## config.mk

```make
export PLATFORM = sky130hd
export DESIGN_NAME = wo_coherence_ctrl
export DESIGN_NICKNAME = d
export VERILOG_FILES = /design/src/rtl/wo_coherence_ctrl.sv
export SDC_FILE = /design/constraint.sdc
export NUM_CORES = 1
export LEC_CHECK = 0
export BUFFER_PORTS_ARGS = -buffer_cell sky130_fd_sc_hd__buf_4
export CORE_MARGIN = 10
export CORE_UTILIZATION = 50
export CTS_BUF_LIST = sky130_fd_sc_hd__clkbuf_4 sky130_fd_sc_hd__clkbuf_8
export CTS_CLUSTER_SIZE = 25
export DETAILED_ROUTE_END_ITERATION = 10
export GPL_TIMING_DRIVEN = 0
export PLACE_DENSITY = 0.75
export REMOVE_ABC_BUFFERS = 1
export SKIP_LAST_GASP = 1
export SYNTH_ARGS = -nofsm -noshare
export SYNTH_HDL_FRONTEND = slang
export SYNTH_SLANG_ARGS = --single-unit
```

## constraint.sdc

```tcl
create_clock -name clk -period 4.4 [get_ports clk]
set_clock_uncertainty 0.15 [all_clocks]
set_input_delay 0.44 -clock clk [delete_from_list [all_inputs] [get_ports clk]]
set_output_delay 0.44 -clock clk [all_outputs]
set_load 0.05 [all_outputs]
```

## src/rtl/wo_coherence_ctrl.sv

```systemverilog
module wo_coherence_ctrl #(
  parameter int TAG_W = 2,
  parameter int IDX_W = 2,
  parameter int DW    = 16,
  localparam int AW   = TAG_W + IDX_W + 2
) (
  input  logic          clk,
  input  logic          rst_n,
  input  logic          cpu_req,
  input  logic [1:0]    cpu_op,
  input  logic [AW-1:0] cpu_addr,
  input  logic [DW-1:0] cpu_wdata,
  output logic          cpu_ack,
  output logic [DW-1:0] cpu_rdata,
  output logic          bus_req,
  input  logic          bus_gnt,
  output logic [2:0]    bus_cmd,
  output logic [AW-1:0] bus_addr,
  output logic          bus_wvalid,
  output logic [DW-1:0] bus_wdata,
  input  logic          bus_rvalid,
  input  logic [DW-1:0] bus_rdata,
  input  logic          snp_valid,
  input  logic [2:0]    snp_cmd,
  input  logic [AW-3:0] snp_addr,
  output logic          snp_inhibit,
  output logic          sup_valid,
  output logic [DW-1:0] sup_data
);
  localparam int LINES = 1 << IDX_W;
  localparam logic [2:0] C_RD = 3'd1, C_WM = 3'd2, C_WW = 3'd3, C_WB = 3'd4;
  localparam logic [1:0] OP_RD = 2'd0, OP_WR = 2'd1, OP_EV = 2'd2;

  typedef enum logic [1:0] {L_INV, L_VAL, L_RES, L_DIR} lstate_t;
  typedef enum logic [2:0] {S_IDLE, S_REQ, S_XFER, S_SUPPLY, S_DONE} fsm_t;

  lstate_t          lst  [LINES];
  logic [TAG_W-1:0] tags [LINES];
  logic [DW-1:0]    dat  [LINES*4];

  fsm_t             st;
  logic [2:0]       cmd;
  logic [1:0]       beat;
  logic [IDX_W-1:0] sidx;
  lstate_t          snew;
  logic [DW-1:0]    rdata_q;

  wire [TAG_W-1:0] ctag   = cpu_addr[AW-1 -: TAG_W];
  wire [IDX_W-1:0] cidx   = cpu_addr[2 +: IDX_W];
  wire [1:0]       coff   = cpu_addr[1:0];
  wire [TAG_W-1:0] stag   = snp_addr[AW-3 -: TAG_W];
  wire [IDX_W-1:0] sidx_w = snp_addr[IDX_W-1:0];

  wire chit      = lst[cidx] != L_INV && tags[cidx] == ctag;
  wire shit      = snp_valid && lst[sidx_w] != L_INV && tags[sidx_w] == stag;
  wire snoop_win = st == S_IDLE || st == S_REQ || st == S_DONE;

  assign cpu_ack     = st == S_DONE;
  assign cpu_rdata   = rdata_q;
  assign bus_req     = st == S_REQ || st == S_XFER;
  assign bus_cmd     = bus_req ? cmd : 3'd0;
  assign bus_addr    = cmd == C_WW ? cpu_addr
                     : cmd == C_WB ? {tags[cidx], cidx, 2'b00}
                     : {cpu_addr[AW-1:2], 2'b00};
  assign bus_wvalid  = st == S_XFER && (cmd == C_WW || cmd == C_WB);
  assign bus_wdata   = cmd == C_WW ? cpu_wdata : dat[{cidx, beat}];
  assign snp_inhibit = st == S_SUPPLY;
  assign sup_valid   = st == S_SUPPLY;
  assign sup_data    = dat[{sidx, beat}];

  always_ff @(posedge clk or negedge rst_n) begin
    if (!rst_n) begin
      st      <= S_IDLE;
      cmd     <= 3'd0;
      beat    <= 2'd0;
      sidx    <= '0;
      snew    <= L_INV;
      rdata_q <= '0;
      for (int i = 0; i < LINES; i++) lst[i] <= L_INV;
    end else if (shit && snoop_win) begin
      st <= S_IDLE;
      case (snp_cmd)
        C_RD: if (lst[sidx_w] == L_DIR) begin
                st <= S_SUPPLY; snew <= L_VAL; sidx <= sidx_w; beat <= 2'd0;
              end else lst[sidx_w] <= L_VAL;
        C_WM: if (lst[sidx_w] == L_DIR) begin
                st <= S_SUPPLY; snew <= L_INV; sidx <= sidx_w; beat <= 2'd0;
              end else lst[sidx_w] <= L_INV;
        C_WW: lst[sidx_w] <= L_INV;
        default: ;
      endcase
    end else begin
      case (st)
        S_IDLE: if (cpu_req) begin
          beat <= 2'd0;
          case (cpu_op)
            OP_RD: if (chit) begin
                     rdata_q <= dat[{cidx, coff}]; st <= S_DONE;
                   end else begin cmd <= C_RD; st <= S_REQ; end
            OP_WR: if (chit && lst[cidx] != L_VAL) begin
                     dat[{cidx, coff}] <= cpu_wdata; lst[cidx] <= L_DIR; st <= S_DONE;
                   end else begin cmd <= chit ? C_WW : C_WM; st <= S_REQ; end
            default: if (lst[cidx] == L_DIR) begin cmd <= C_WB; st <= S_REQ; end
                     else begin lst[cidx] <= L_INV; st <= S_DONE; end
          endcase
        end
        S_REQ: if (bus_gnt) st <= S_XFER;
        S_XFER:
          if (cmd == C_WW) begin
            dat[{cidx, coff}] <= cpu_wdata;
            lst[cidx] <= L_RES;
            st <= S_DONE;
          end else if (cmd == C_WB) begin
            beat <= beat + 2'd1;
            if (beat == 2'd3) begin lst[cidx] <= L_INV; st <= S_DONE; end
          end else if (bus_rvalid) begin
            dat[{cidx, beat}] <= (cmd == C_WM && beat == coff) ? cpu_wdata : bus_rdata;
            if (beat == coff) rdata_q <= bus_rdata;
            beat <= beat + 2'd1;
            if (beat == 2'd3) begin
              tags[cidx] <= ctag;
              lst[cidx]  <= (cmd == C_WM) ? L_DIR : L_VAL;
              st <= S_DONE;
            end
          end
        S_SUPPLY: begin
          beat <= beat + 2'd1;
          if (beat == 2'd3) begin lst[sidx] <= snew; st <= S_IDLE; end
        end
        default: st <= S_IDLE;
      endcase
    end
  end

  AST_WT_FROM_VALID: assert property (@(posedge clk) disable iff (!rst_n)
    (bus_wvalid && bus_cmd == C_WW) |-> lst[cidx] == L_VAL);
  AST_WT_ONE_BEAT: assert property (@(posedge clk) disable iff (!rst_n)
    (bus_wvalid && bus_cmd == C_WW) |=> !bus_wvalid);
  AST_SUPPLY_AFTER_SNOOP: assert property (@(posedge clk) disable iff (!rst_n)
    $rose(snp_inhibit) |-> $past(snp_valid && (snp_cmd == C_RD || snp_cmd == C_WM)));
  AST_OWNED_WRITE_SILENT: assert property (@(posedge clk) disable iff (!rst_n)
    (st == S_IDLE && cpu_req && cpu_op == OP_WR && chit && lst[cidx] != L_VAL && !shit)
    |=> cpu_ack && !bus_req);
  AST_CLEAN_EVICT_SILENT: assert property (@(posedge clk) disable iff (!rst_n)
    (st == S_IDLE && cpu_req && cpu_op == OP_EV && lst[cidx] != L_DIR && !shit)
    |=> cpu_ack && !bus_req);
  AST_SNOOP_FIRST: assert property (@(posedge clk) disable iff (!rst_n)
    (st == S_IDLE && shit && cpu_req) |=> !cpu_ack);
endmodule

```

=== Yosys cells after proc, flatten, opt, wreduce, memory -nomap -nowiden ===
Memories as Yosys holds them, arrays and structs flattened.
Cells that the tools add are included.

* Output and inout port bits: 62
* Memories kept: 2
* Bits in writable memories: 264
* Bits of input ports: 53
* Register bits: 36

* Mux-type cells: 100
* Equal/unequal tests: 44
* Add/subtract/negate cells: 1
* Bitwise operators: 16
* Reductions and logical operators: 35
* Magnitude comparators: 6

{| class="wikitable"
|+ Memories
! name !! depth !! width !! read ports !! clocked after memory_dff !! write ports !! line !! source
|-
| dat || 16 || 16 || 3 || 0 || 1 || 39 || <nowiki>logic [DW-1:0] dat [LINES*4];</nowiki>
|-
| tags || 4 || 2 || 2 || 0 || 1 || 38 || <nowiki>logic [TAG_W-1:0] tags [LINES];</nowiki>
|}

{| class="wikitable"
|+ Operators by type and width
! kind !! number
|-
| two-way mux 16 bit || 11
|-
| two-way mux 8 bit || 12
|-
| case mux 8 bit (3 select lines) || 2
|-
| two-way mux 3 bit || 15
|-
| two-way mux 2 bit || 18
|-
| case mux 16 bit (2 select lines) || 1
|-
| two-way mux 1 bit || 25
|-
| != test 2 bit, second input constant || 10
|-
| equality test 3 x 2 -> 1 bit, second input constant || 6
|-
| AND 8 bit || 2
|-
| bitwise mux 8 bit || 2
|-
| NOT 8 bit || 2
|-
| case mux 8 bit (2 select lines) || 1
|-
| OR reduction 16 bit || 1
|-
| logical AND 1 bit || 14
|-
| demux 2 bit (select 2 bit) || 3
|-
| two-way mux 6 bit || 2
|-
| != test 3 bit, second input constant || 4
|-
| case mux 3 bit (2 select lines) || 2
|-
| case mux 3 bit (4 select lines) || 1
|-
| AND reduction 6 bit || 2
|-
| AND reduction 11 bit || 1
|-
| greater-or-equal comparator 3 bit, second input constant || 3
|-
| < comparator 3 x 1 -> 1 bit, second input constant || 3
|-
| other kinds (35) || 59
|}

=== Longest topological paths before layout ===
Gate-level depths: netlist of the first run.

* Word-level depth: 16
* Mapped depth: 9
* Mapped depth without buffers: 6

=== Worst setup path after synthesis of the first run ===
No wires, ideal clock.

* Kind: in2reg
* Start point: input snp_addr[0]
* End point: memory dat[4][0], enable pin
* Setup slack: 0.607 ns
* Stages on the path: 8
* Path buffers: 2
* Arrival: 3.234 ns
* Path through: buf_6 mux4_2 o21a_1 a31o_1 o32ai_2 a21oi_2 buf_6 nor3_1

* Longest elaborated chain between the ends: 13
* Elaborated cells between the ends (all ways): 23
* Classes of those cells: eq/ne (1); mux (11); bitwise (2); reduce/logical (8); memory (1)

{| class="wikitable"
|+ Ends and longest elaborated chain
! item !! line !! source
|-
| start: declaration || 25 || <nowiki>input logic [AW-3:0] snp_addr,</nowiki>
|-
| NOT 2 -> 3 bit (implied by the code) || 55 || <nowiki>wire shit = snp_valid && lst[sidx_w] != L_INV && tags[sidx_w] == stag;</nowiki>
|-
| binary-select mux 2 bit (select 2 bit) || 55 ||
|-
| two-way mux 2 bit (implied by the code) (2 in a row) || 55 ||
|-
| nonzero test 2 bit || 55 ||
|-
| logical AND 1 bit || 55 ||
|-
| logical AND 1 bit * || 55 ||
|-
| logical AND 1 bit * || 80 || <nowiki>end else if (shit && snoop_win) begin</nowiki>
|-
| two-way mux 1 bit || 80 ||
|-
| logical AND 1 bit (on tied branches) || 117, 101, 110 ||
|-
| two-way mux 1 bit (on tied branches) || 117, 101, 110 ||
|-
| OR reduction 16 bit (no line) / OR 1 bit (equally long branches) || - ||
|-
| two-way mux 4 bit (no line) / two-way mux 1 bit (equally long branches) || - ||
|-
| end: declaration || 39 ||
|}

Every way passes the cells marked *; elsewhere a longest branch is shown, timed or not. The select of a mux whose other input is x is not followed.

=== Worst setup path after layout of the first run ===
* Start point: register st[1]
* End point: memory dat[5][6], enable pin

* Longest elaborated chain between the ends: 9
* Elaborated cells between the ends (all ways): 23
* Classes of those cells: eq/ne (3); mux (11); bitwise (1); reduce/logical (8)

{| class="wikitable"
|+ Ends and longest elaborated chain
! item !! line !! source
|-
| start: declaration || 41 || <nowiki>fsm_t st;</nowiki>
|-
| start signal: assignment || 73 || <nowiki>st <= S_IDLE;</nowiki>
|-
| start signal: assignment || 81 || <nowiki>st <= S_IDLE;</nowiki>
|-
| start signal: assignment || 84 || <nowiki>st <= S_SUPPLY; snew <= L_VAL; sidx <= sidx_w; beat <= 2'd0;</nowiki>
|-
| equality test 3 x 1 -> 1 bit / logical NOT 3 bit (equally long branches) || 56, 93 ||
|-
| logical OR 1 bit (2 in a row) || 56 || <nowiki>wire snoop_win = st == S_IDLE || st == S_REQ || st == S_DONE;</nowiki>
|-
| logical AND 1 bit || 80 ||
|-
| two-way mux 1 bit || 80 ||
|-
| logical AND 1 bit (on tied branches) || 117, 101, 110 ||
|-
| two-way mux 1 bit (on tied branches) || 117, 101, 110 ||
|-
| OR reduction 16 bit (no line) / OR 1 bit (equally long branches) || - ||
|-
| two-way mux 4 bit (no line) / two-way mux 1 bit (equally long branches) || - ||
|}

Several ways; a longest one is shown, not always the timed one.

==> results of run 1 <==
## path summary, 6_finish.rpt
check | slack, ns | endpoint | startpoint | cells past startpoint
max | 0.01 | dat[5][6] | st[1] | 7
min | 0.02 | cpu_rdata[1] | bus_rdata[1] | 4
max reg2reg | 0.01 | dat[5][6] | st[1] | 7
min reg2reg | 0.35 | cpu_rdata[13] | cpu_rdata[13] | 1
max in group asynchronous | 3.33 | beat[0] | rst_n | 2
min in group asynchronous | 0.28 | cpu_rdata[5] | rst_n | 2
## metrics by stage
stage | total power (uW) | area [um^2] | hold slack [ns] | setup TNS [ns]
floorplan | 5820 | 15200 | -0.00559 | -246.79
global placement | 6800 | 16500 | 0.344 | -1819.30
detailed placement | 6860 | 17100 | 0.343 | -345.26
CTS | 9560 | 18300 | 0.00166 | 0
global route | 9910 | 18300 | 0.0298 | 0
finish | 9520 | 18300 | 0.0230 | 0
## cell usage in the layout, fill, tap and decap left out, types with 12 or more instances in the layout
cell type	netlist	final
buf_6	4	22
nand2_1	75	75
clkbuf_8	0	56
mux2_2	57	57
dfrtp_1	35	32
clkbuf_4	0	12
edfxtp_1	264	264
mux4_2	184	184
nor2_1	17	16
a21oi_1	19	19
buf_4	4	116
## critical path, cell delays in order, from the launching register on
cell	delay, ns
dfrtp_1	0.52
nor2b_1	0.55
nand2b_2	0.62
nor3_4	0.70
a21oi_2	0.35
nor3_2	0.75
buf_6	0.24
buf_6	0.17
## power groups by stage
stage          Combinational (uW)  Sequential, uW  Clock [uW]
6_report                     3270            3550        2700
5_1_grt                      3450            3580        2870
4_1_cts                      3280            3550        2740
3_5_place_dp                 3250            3600           0
3_3_place_gp                 3100            3690           0
2_1_floorplan                1970            3850           0
## flip-flops by register name, summed over array words and instances, names as in the netlist, named ones only
| signal | flops |
|---|---|
| tags | 8 |
| sidx | 2 |
| dat | 256 |
| cpu_rdata | 16 |
| snew | 1 |
| beat | 2 |
| st | 3 |
| cmd | 3 |
## area by class of cell
cell class | count | share of cell area
clock buffers | 68 | 0.0469
clock inverters | 22 | 0.0128
inverters | 10 | 0.00205
multi-input cells | 497 | 0.352
flip-flops and latches | 299 | 0.480
well taps | 396 | 0.0270
repair buffers | 158 | 0.0791
## cell families after synthesis
group,synth area share
compound gates,0.0340
mux,0.312
xor+xnor,0.00718
buf+inv,0.0247
simple gates,0.0533
flops,0.568
fa+ha+maj,0.000807
## routing by layer
metal	global-route usage	vias to the layer above
met3	0.0459	78
met2	0.337	536
met4	0.0614	2
met1	0.285	5010
li1	-	3962
met5	0	-
## timing repair
| action | 4_1_cts | 5_1_grt |
|---|---|---|
| hold buffers | 6 | 0 |
| gates resized for setup | 3 | 2 |
| cloned | 0 | 0 |
| endpoints found under the hold margin | 45 | 0 |
| setup endpoints to repair | 517 | 11 |
==> qor.yml, run 1 <==
fmax_mhz: 228
h-tree-depth: 2
placedCellCount: 1353
drtAntennaViolNets: 0
fin_util: 0.600
cp_max_fo: 21
cp.required_ns: 4.52
max_slew_margin: 0.0366
min_path_type: "primary input to flop"
gp_congestion: 0.844
maxSlewViolCount: 0
start_util: 0.507
end_kind: "flop"
grt_pass1_vias: 9947
drcViolationCount: 0
clk-insertion-delay-late_ns: 0.58
synth_most_common_cell: "edfxtp_1"
port_buffers: 114
setup-violations-final: 0
power.switching_uw: 3340
cts_sinks: 299
wl_met2_mm: 20.1
cts_tree: "yes"
power.sequential.fraction: 0.373
grt.total_usage: 0.211
p_int_uw: 6180
grt_max_degree: 71
p_sw_frac: 0.350
dp_slack_ns: -1.14
routed_wl_mm: 40.9
synth_cells: 880
power.density_nw_per_um2: 519
die_area_um2: 38500
layout_min_cycle_time_ns: 4.39
rows: 64
wl_met1_mm: 16.0
synth_cell_types: 59
async_flop_share: 0.117
p_leak_uw: 0.00623
grt_pass1_wl_mm: 61.5
vias: 9588
p_comb_frac: 0.344
layoutNonFillerInstCount: 1450
dp_hpwl_mm: 27.3
crit_path_start_kind: "flop"
vdd_ir_drop_max_mv: 0.421
wl_per_cell_um: 28.2
firstDrtPassIters: 5
nets: 1069
hold_viol: 0
cts_buffers: 49
clockRootBuffer: "clkbuf_8"
dr.first_iter.drc_count: 833
fillers: 2240
ff_latch_area_um2: 8810
max_cap_viol_count: 0
ys.flop_type: "edfxtp_1"
synth_top_area_cell: "edfxtp_1"
synth.avg_cell_area_um2: 17.6
top_layer_used: "met5"
diodes: 0
yosys_register_bits: 299
status: "complete, no violations"
multi_input_area_um2: 6460
synth.area.top_cells: "edfxtp_1 51%, mux4_2 27%, dfrtp_1 5.6%"
p_clk_frac: 0.283
synth_edf_count: 264
fin_ws_ns: 0.0124
syn2layout_area_growth_pct: 18.3
grt_overflow: 0
grt_antenna_before_repair: 1
ys_seq_area_frac: 0.568
ys_top_cells_by_count: "264 x edfxtp_1, 184 x mux4_2, 75 x nand2_1"
cts_setup_buffers: 0
die_w_um: 196
period_share: 0.997
wl_met3_mm: 3.95
ioPinCount: 115
coreArea_um2: 30600
crit_type: "flop to flop"
cp.arrival_ns: 4.50
clk_pin_slew_worst_paths_ns: 0.06
synth_area_um2: 15500
worst_pin_slew_ns: 1.45
drive_gt1_frac: 0.485
dieHeight_um: 196
viasPerCell: 6.61
yosysTopAreaCellShare: 0.511
rsz0062_at_grt: "false"
cts_max_path_buffers: 3
yosys_warnings: 0
(Power assumes the default switching activity.)
==> run 2, diff against run 1 <==
Settings changed: CTS_CLUSTER_SIZE 25 to 24, RECOVER_POWER from default to 50, SLEW_MARGIN from default to 30.
==> qor.yml, run 2 (synthesized netlist as in run 1, its figures left out) <==
status: "finished, violations left"  # was complete, no violations
violations: "capacitance limit"
cts_buffers: 48  # was 49
cts_max_path_buffers: 3  # unchanged
end_kind: "flop"  # unchanged
critical_path.top_delay_family: "simple AND/OR/NAND/NOR gates"  # unchanged
placedCellCount: 1372  # was 1353
wl_per_cell_um: 27.9  # was 28.2 um
die_w_um: 196  # unchanged
reg2reg_depth: 10  # was 7
gp_congestion: 0.844  # unchanged
port_buffers: 114  # unchanged
crit_path_start_kind: "flop"  # unchanged
multi_input_area_um2: 6390  # was 6460 um^2
rsz0062_at_grt: "false"  # unchanged
viasPerCell: 6.51  # was 6.61
fillers: 2304  # was 2240
firstDrtPassIters: 7  # was 5
vias: 9549  # was 9588
grt_pass1_vias: 9971  # was 9947
power.density_nw_per_um2: 512  # was 519 nW/um^2
drcViolationCount: 0  # unchanged
max_cap_viol_count: 1  # was 0
r2r_slack_ns: 0.18  # was 0.01 ns
clk-insertion-delay-late_ns: 0.57  # was 0.58 ns
start_util: 0.507  # unchanged
regMostFlops: "dat"  # unchanged
syn2layout_area_growth_pct: 16.6  # was 18.3%
ff_latch_area_um2: 8810  # about the same
cp.depth: 10  # was 7
grt_util_met3: 0.0419  # was 0.0459
rows: 64  # unchanged
period_share: 0.959  # was 0.997
final_common_cell: "edfxtp_1"  # unchanged
p_leak_uw: 0.00607  # was 0.00623 uW
cpMaxStageDelayCell: "nand2b_2"  # was nor3_2
fin_ws_ns: 0.182  # was 0.0124 ns
maxSlewViolCount: 0  # unchanged
dieHeight_um: 196  # unchanged
grt_overflow: 0  # unchanged
dp_hpwl_mm: 28.2  # was 27.3 mm
crit_type: "flop to flop"  # unchanged
grt_antenna_before_repair: 0  # was 1
dp_slack_ns: -0.182  # was -1.14 ns
layout_min_cycle_time_ns: 4.22  # was 4.39 ns
die_area_um2: 38500  # unchanged
vdd_ir_drop_max_mv: 0.344  # was 0.421 mV
grt.total_usage: 0.211  # about the same
diodes: 0  # unchanged
setup-violations-final: 0  # unchanged
dr.first_iter.drc_count: 966  # was 833
grt.met1_usage: 0.278  # was 0.285
cp.required_ns: 4.57  # was 4.52 ns
ioPinCount: 115  # unchanged
drtAntennaViolNets: 0  # unchanged
fmax_mhz: 237  # was 228 MHz
hold_viol: 0  # unchanged
h-tree-depth: 2  # unchanged
max_slew_margin: 0.00765  # was 0.0366
cts_sinks: 299  # unchanged
cp_common_cell: "buf_4"  # was buf_6
slowest_delay_ns: 0.59  # was 0.75 ns
clockRootBuffer: "clkbuf_8"  # unchanged
worst_pin_slew_ns: 1.49  # was 1.45 ns
coreArea_um2: 30600  # unchanged
grtUsageMet2: 0.348  # was 0.337
largest_reg_flops: 256  # unchanged
cp.buffers_inverters: 4  # was 2
layoutNonFillerInstCount: 1467  # was 1450
grt_busiest_layer: "met2"  # unchanged
cp.arrival_ns: 4.39  # was 4.50 ns
whs_path_depth: 3  # was 4
routed_wl_mm: 41.0  # was 40.9 mm
clk_pin_slew_worst_paths_ns: 0.06  # about the same
min_path_type: "primary input to flop"  # unchanged
nets: 1088  # was 1069
mostFrequentLayoutCells: "264 x edfxtp_1, 184 x mux4_2, 103 x buf_4, 75 x nand2_1, 48 x clkbuf_8"  # was 264 x edfxtp_1, 184 x mux4_2, 116 x buf_4, 75 x nand2_1, 57 x mux2_2
path_cells: "nor2b_1 -> nand2b_2 -> nor3_4 -> buf_4 -> nor3b_1 -> a31oi_1 -> nor3_2 -> buf_6 -> buf_4 -> buf_4"  # was nor2b_1 -> nand2b_2 -> nor3_4 -> a21oi_2 -> nor3_2 -> buf_6 -> buf_6
cts_tree: "yes"  # unchanged
grt_pass1_wl_mm: 61.9  # was 61.5 mm
drive_gt1_frac: 0.430  # was 0.485
cp_max_fo: 21  # unchanged
grt_max_degree: 71  # unchanged
-- run 2: cell types whose count changed in the layout (fill, tap and decap cells not counted), sizes merged --
cell         previous run  this run
clkinv                 14        22
bufinv                  5         7
dlygate4sd3             6         5
clkinvlp                1         2
inv                    12        11
clkbuf                 68       104
buf                   152       124
-- run 2: power by group --
group | internal [uW] | switching [uW]
registers | 3300 | 234
logic | 1180 | 1940
clock network | 1500 | 1110
total | 5970 | 3290
-- run 2: what timing repair did --
| action | in CTS | in global routing |
|---|---|---|
| endpoints found under the setup margin | 23 | 16 |
| hold buffers | 5 | 0 |
| resized for setup | 1 | 0 |
| setup buffers | 0 | 3 |
| endpoints found under the hold margin | 44 | 0 |
| pin swaps | 0 | 1 |
-- run 2: tightest hold or removal path, delay by kind of cell --
family / cells / cell delay [ns]
buffers and inverters: 1 / 0.09
AOI/OAI and AO/OA: 2 / 0.18
-- run 2: layout make-up --
cell class,count,share of cell area
Multi-Input combinational cell,497,0.354
Tap cell,396,0.0274
Sequential cell,299,0.487
Timing Repair Buffer,178,0.0722
Clock buffer,55,0.0394
Clock inverter,32,0.0180
Inverter,10,0.00208
-- run 2: through the flow --
stage	power (uW)	utilization	area (um^2)	hold WS, ns	setup TNS [ns]
after floorplan	5820	-	15200	-0.00559	-246.79
after global placement	6800	0.540	16500	0.344	-1819.30
after detailed placement	6880	0.563	17200	0.341	-1.98
after CTS	9490	0.599	18300	0.00386	0
after global routing	9660	0.591	18100	0.0258	0
final	9260	0.591	18100	0.0304	0
-- run 2: routing by layer --
| metal | vias to the layer above | routed length [um] |
|---|---|---|
| met5 | - | 0 |
| li1 | 3992 | - |
| met4 | 0 | 1040 |
| met1 | 4925 | 16000 |
| met3 | 91 | 3670 |
| met2 | 541 | 20300 |
-- run 2: worst paths after layout --
| check | to | from |
|---|---|---|
| worst max register to register | dat[5][7] | st[1] |
| worst max-delay path | dat[5][7] | st[1] |
| min in group asynchronous | cmd[0] | rst_n |
| worst min-delay path | st[1] | bus_gnt |
| worst min register to register | cpu_rdata[10] | cpu_rdata[10] |
| max in group asynchronous | beat[1] | rst_n |
==> run 3, diff against run 2 <==
Settings changed: RECOVER_POWER 50 to 100.
==> qor.yml, run 3 (synthesized netlist as in run 1, its figures left out) <==
status: "finished, violations left"  # unchanged
violations: "capacitance limit"  # unchanged
cp.depth: 8  # was 10
die_w_um: 196  # unchanged
dr.first_iter.drc_count: 960  # was 966
firstDrtPassIters: 5  # was 7
cts_tree: "yes"  # unchanged
die_area_um2: 38500  # unchanged
placedCellCount: 1372  # unchanged
grt_pass1_vias: 9971  # unchanged
drcViolationCount: 0  # unchanged
ioPinCount: 115  # unchanged
crit_start: "st[1]"  # unchanged
grt_antenna_before_repair: 0  # unchanged
routed_wl_mm: 41.0  # about the same
fin_area_um2: 17900  # was 18100 um^2
mostFrequentLayoutCells: "264 x edfxtp_1, 184 x mux4_2, 75 x nand2_1, 66 x buf_4, 62 x clkbuf_1"  # was 264 x edfxtp_1, 184 x mux4_2, 103 x buf_4, 75 x nand2_1, 48 x clkbuf_8
largest_reg_flops: 256  # unchanged
drive_gt1_frac: 0.407  # was 0.430
wl_per_cell_um: 28.0  # was 27.9 um
maxSlewViolCount: 0  # unchanged
p_leak_uw: 0.00596  # was 0.00607 uW
rows: 64  # unchanged
cp.required_ns: 4.51  # was 4.57 ns
clk_pin_slew_worst_paths_ns: 0.06  # about the same
min_path_type: "primary input to flop"  # unchanged
final_common_cell: "edfxtp_1"  # unchanged
critical_path.top_delay_family: "simple AND/OR/NAND/NOR gates"  # unchanged
power.density_nw_per_um2: 515  # was 512 nW/um^2
slowest_delay_ns: 0.60  # was 0.59 ns
gp_congestion: 0.844  # unchanged
cp.arrival_ns: 4.38  # was 4.39 ns
dp_hpwl_mm: 28.2  # unchanged
viasPerCell: 6.52  # was 6.51
cts_buffers: 48  # unchanged
vias: 9570  # was 9549
vdd_ir_drop_max_mv: 0.344  # about the same
cp_max_fo: 21  # unchanged
fin_util: 0.586  # was 0.591
grt_util_met3: 0.0419  # unchanged
port_buffers: 114  # unchanged
grtUsageMet2: 0.348  # unchanged
grt_busiest_layer: "met2"  # unchanged
drtAntennaViolNets: 0  # unchanged
grt_pass1_wl_mm: 61.9  # unchanged
cp.buffers_inverters: 3  # was 4
path_cells: "nor2b_1 -> nand2b_2 -> nor3_4 -> clkbuf_4 -> a31oi_1 -> nor3_1 -> clkbuf_1 -> buf_4"  # was nor2b_1 -> nand2b_2 -> nor3_4 -> buf_4 -> nor3b_1 -> a31oi_1 -> nor3_2 -> buf_6 -> buf_4 -> buf_4
syn2layout_area_growth_pct: 15.5  # was 16.6%
grt.met1_usage: 0.278  # unchanged
reg2reg_depth: 8  # was 10
worst_pin_slew_ns: 1.49  # about the same
critPathCapture: "dat[8][4]"  # was dat[5][7]
r2r-end: "dat[8][4]"  # was dat[5][7]
grt.total_usage: 0.211  # unchanged
layout_min_cycle_time_ns: 4.26  # was 4.22 ns
rsz0062_at_grt: "false"  # unchanged
crit_path_start_kind: "flop"  # unchanged
clk-insertion-delay-late_ns: 0.58  # was 0.57 ns
crit_type: "flop to flop"  # unchanged
end_kind: "flop"  # unchanged
cts_sinks: 299  # unchanged
layoutNonFillerInstCount: 1467  # unchanged
dieHeight_um: 196  # unchanged
period_share: 0.968  # was 0.959
nets: 1088  # unchanged
setup-violations-final: 0  # unchanged
grt_overflow: 0  # unchanged
coreArea_um2: 30600  # unchanged
diodes: 0  # unchanged
r2r_slack_ns: 0.14  # was 0.18 ns
grt_max_degree: 71  # unchanged
hold_viol: 0  # unchanged
max_slew_margin: 0.00803  # was 0.00765
h-tree-depth: 2  # unchanged
p_total_uw: 9220  # was 9260 uW
cts_max_path_buffers: 3  # unchanged
fmax_mhz: 235  # was 237 MHz
start_util: 0.507  # unchanged
r2r-start: "st[1]"  # unchanged
clockRootBuffer: "clkbuf_8"  # unchanged
max_cap_viol_count: 1  # unchanged
placedInstanceArea_um2: 17200  # unchanged
regMostFlops: "dat"  # unchanged
cpMaxStageDelayCell: "nor3_4"  # was nand2b_2
-- run 3: repair_timing --
item | in CTS | in global routing
setup endpoints to repair | 23 | 16
hold endpoints to repair | 44 | 0
pin swaps | 0 | 1
hold buffers | 5 | 0
resized for setup | 1 | 0
setup buffers | 0 | 3
-- run 3: worst register-to-register path, stage by stage, from the launching register on --
cell and delay [ns]:
dfrtp_1 0.51, nor2b_1 0.54, nand2b_2 0.59, nor3_4 0.60, clkbuf_4 0.26, a31oi_1 0.19, nor3_1 0.43, clkbuf_1 0.40
buf_4 0.28
-- run 3: power by group --
group	switching, uW	total [uW]	internal (uW)	leakage [uW]
logic	1940	3080	1140	0.00262
registers	235	3530	3300	0.00280
clock network	1120	2610	1500	0.000532
total	3290	9220	5930	0.00596
-- run 3: worst min path at each step --
stage                     slack [ns]             to    start  depth (start not counted)
after global routing            0.03          st[1]  bus_gnt                          3
after global placement          0.34  cpu_rdata[15]    rst_n                          1
after detailed placement        0.34  cpu_rdata[15]    rst_n                          1
after floorplan               -0.006      async pin    rst_n                          0
after CTS                      0.004          st[1]  bus_gnt                          3
final                           0.03          st[1]  bus_gnt                          3
-- run 3: metal layers --
layer | wire length [um] | share of wire
met3 | 3620 | 0.088
met1 | 16100 | 0.39
met5 | 0 | 0
met4 | 1050 | 0.026
met2 | 20300 | 0.49
-- run 3: stage by stage --
stage / hold slack [ns] / setup slack (ns) / setup TNS [ns]
5_1_grt: 0.0258 / 0.0217 / 0
3_3_place_gp: 0.344 / -3.96 / -1819.30
3_5_place_dp: 0.341 / -0.182 / -1.98
6_report: 0.0294 / 0.139 / 0
2_1_floorplan: -0.00559 / -0.737 / -246.79
4_1_cts: 0.00386 / 0.0773 / 0
-- run 3: cell type report --
class / instances / area, um^2
Fill cell: 2341 / 12700
Clock buffer: 55 / 713
Multi-Input combinational cell: 497 / 6370
Inverter: 10 / 37.5
Clock inverter: 32 / 325
Tap cell: 396 / 495
Sequential cell: 299 / 8810
Timing Repair Buffer: 178 / 1170
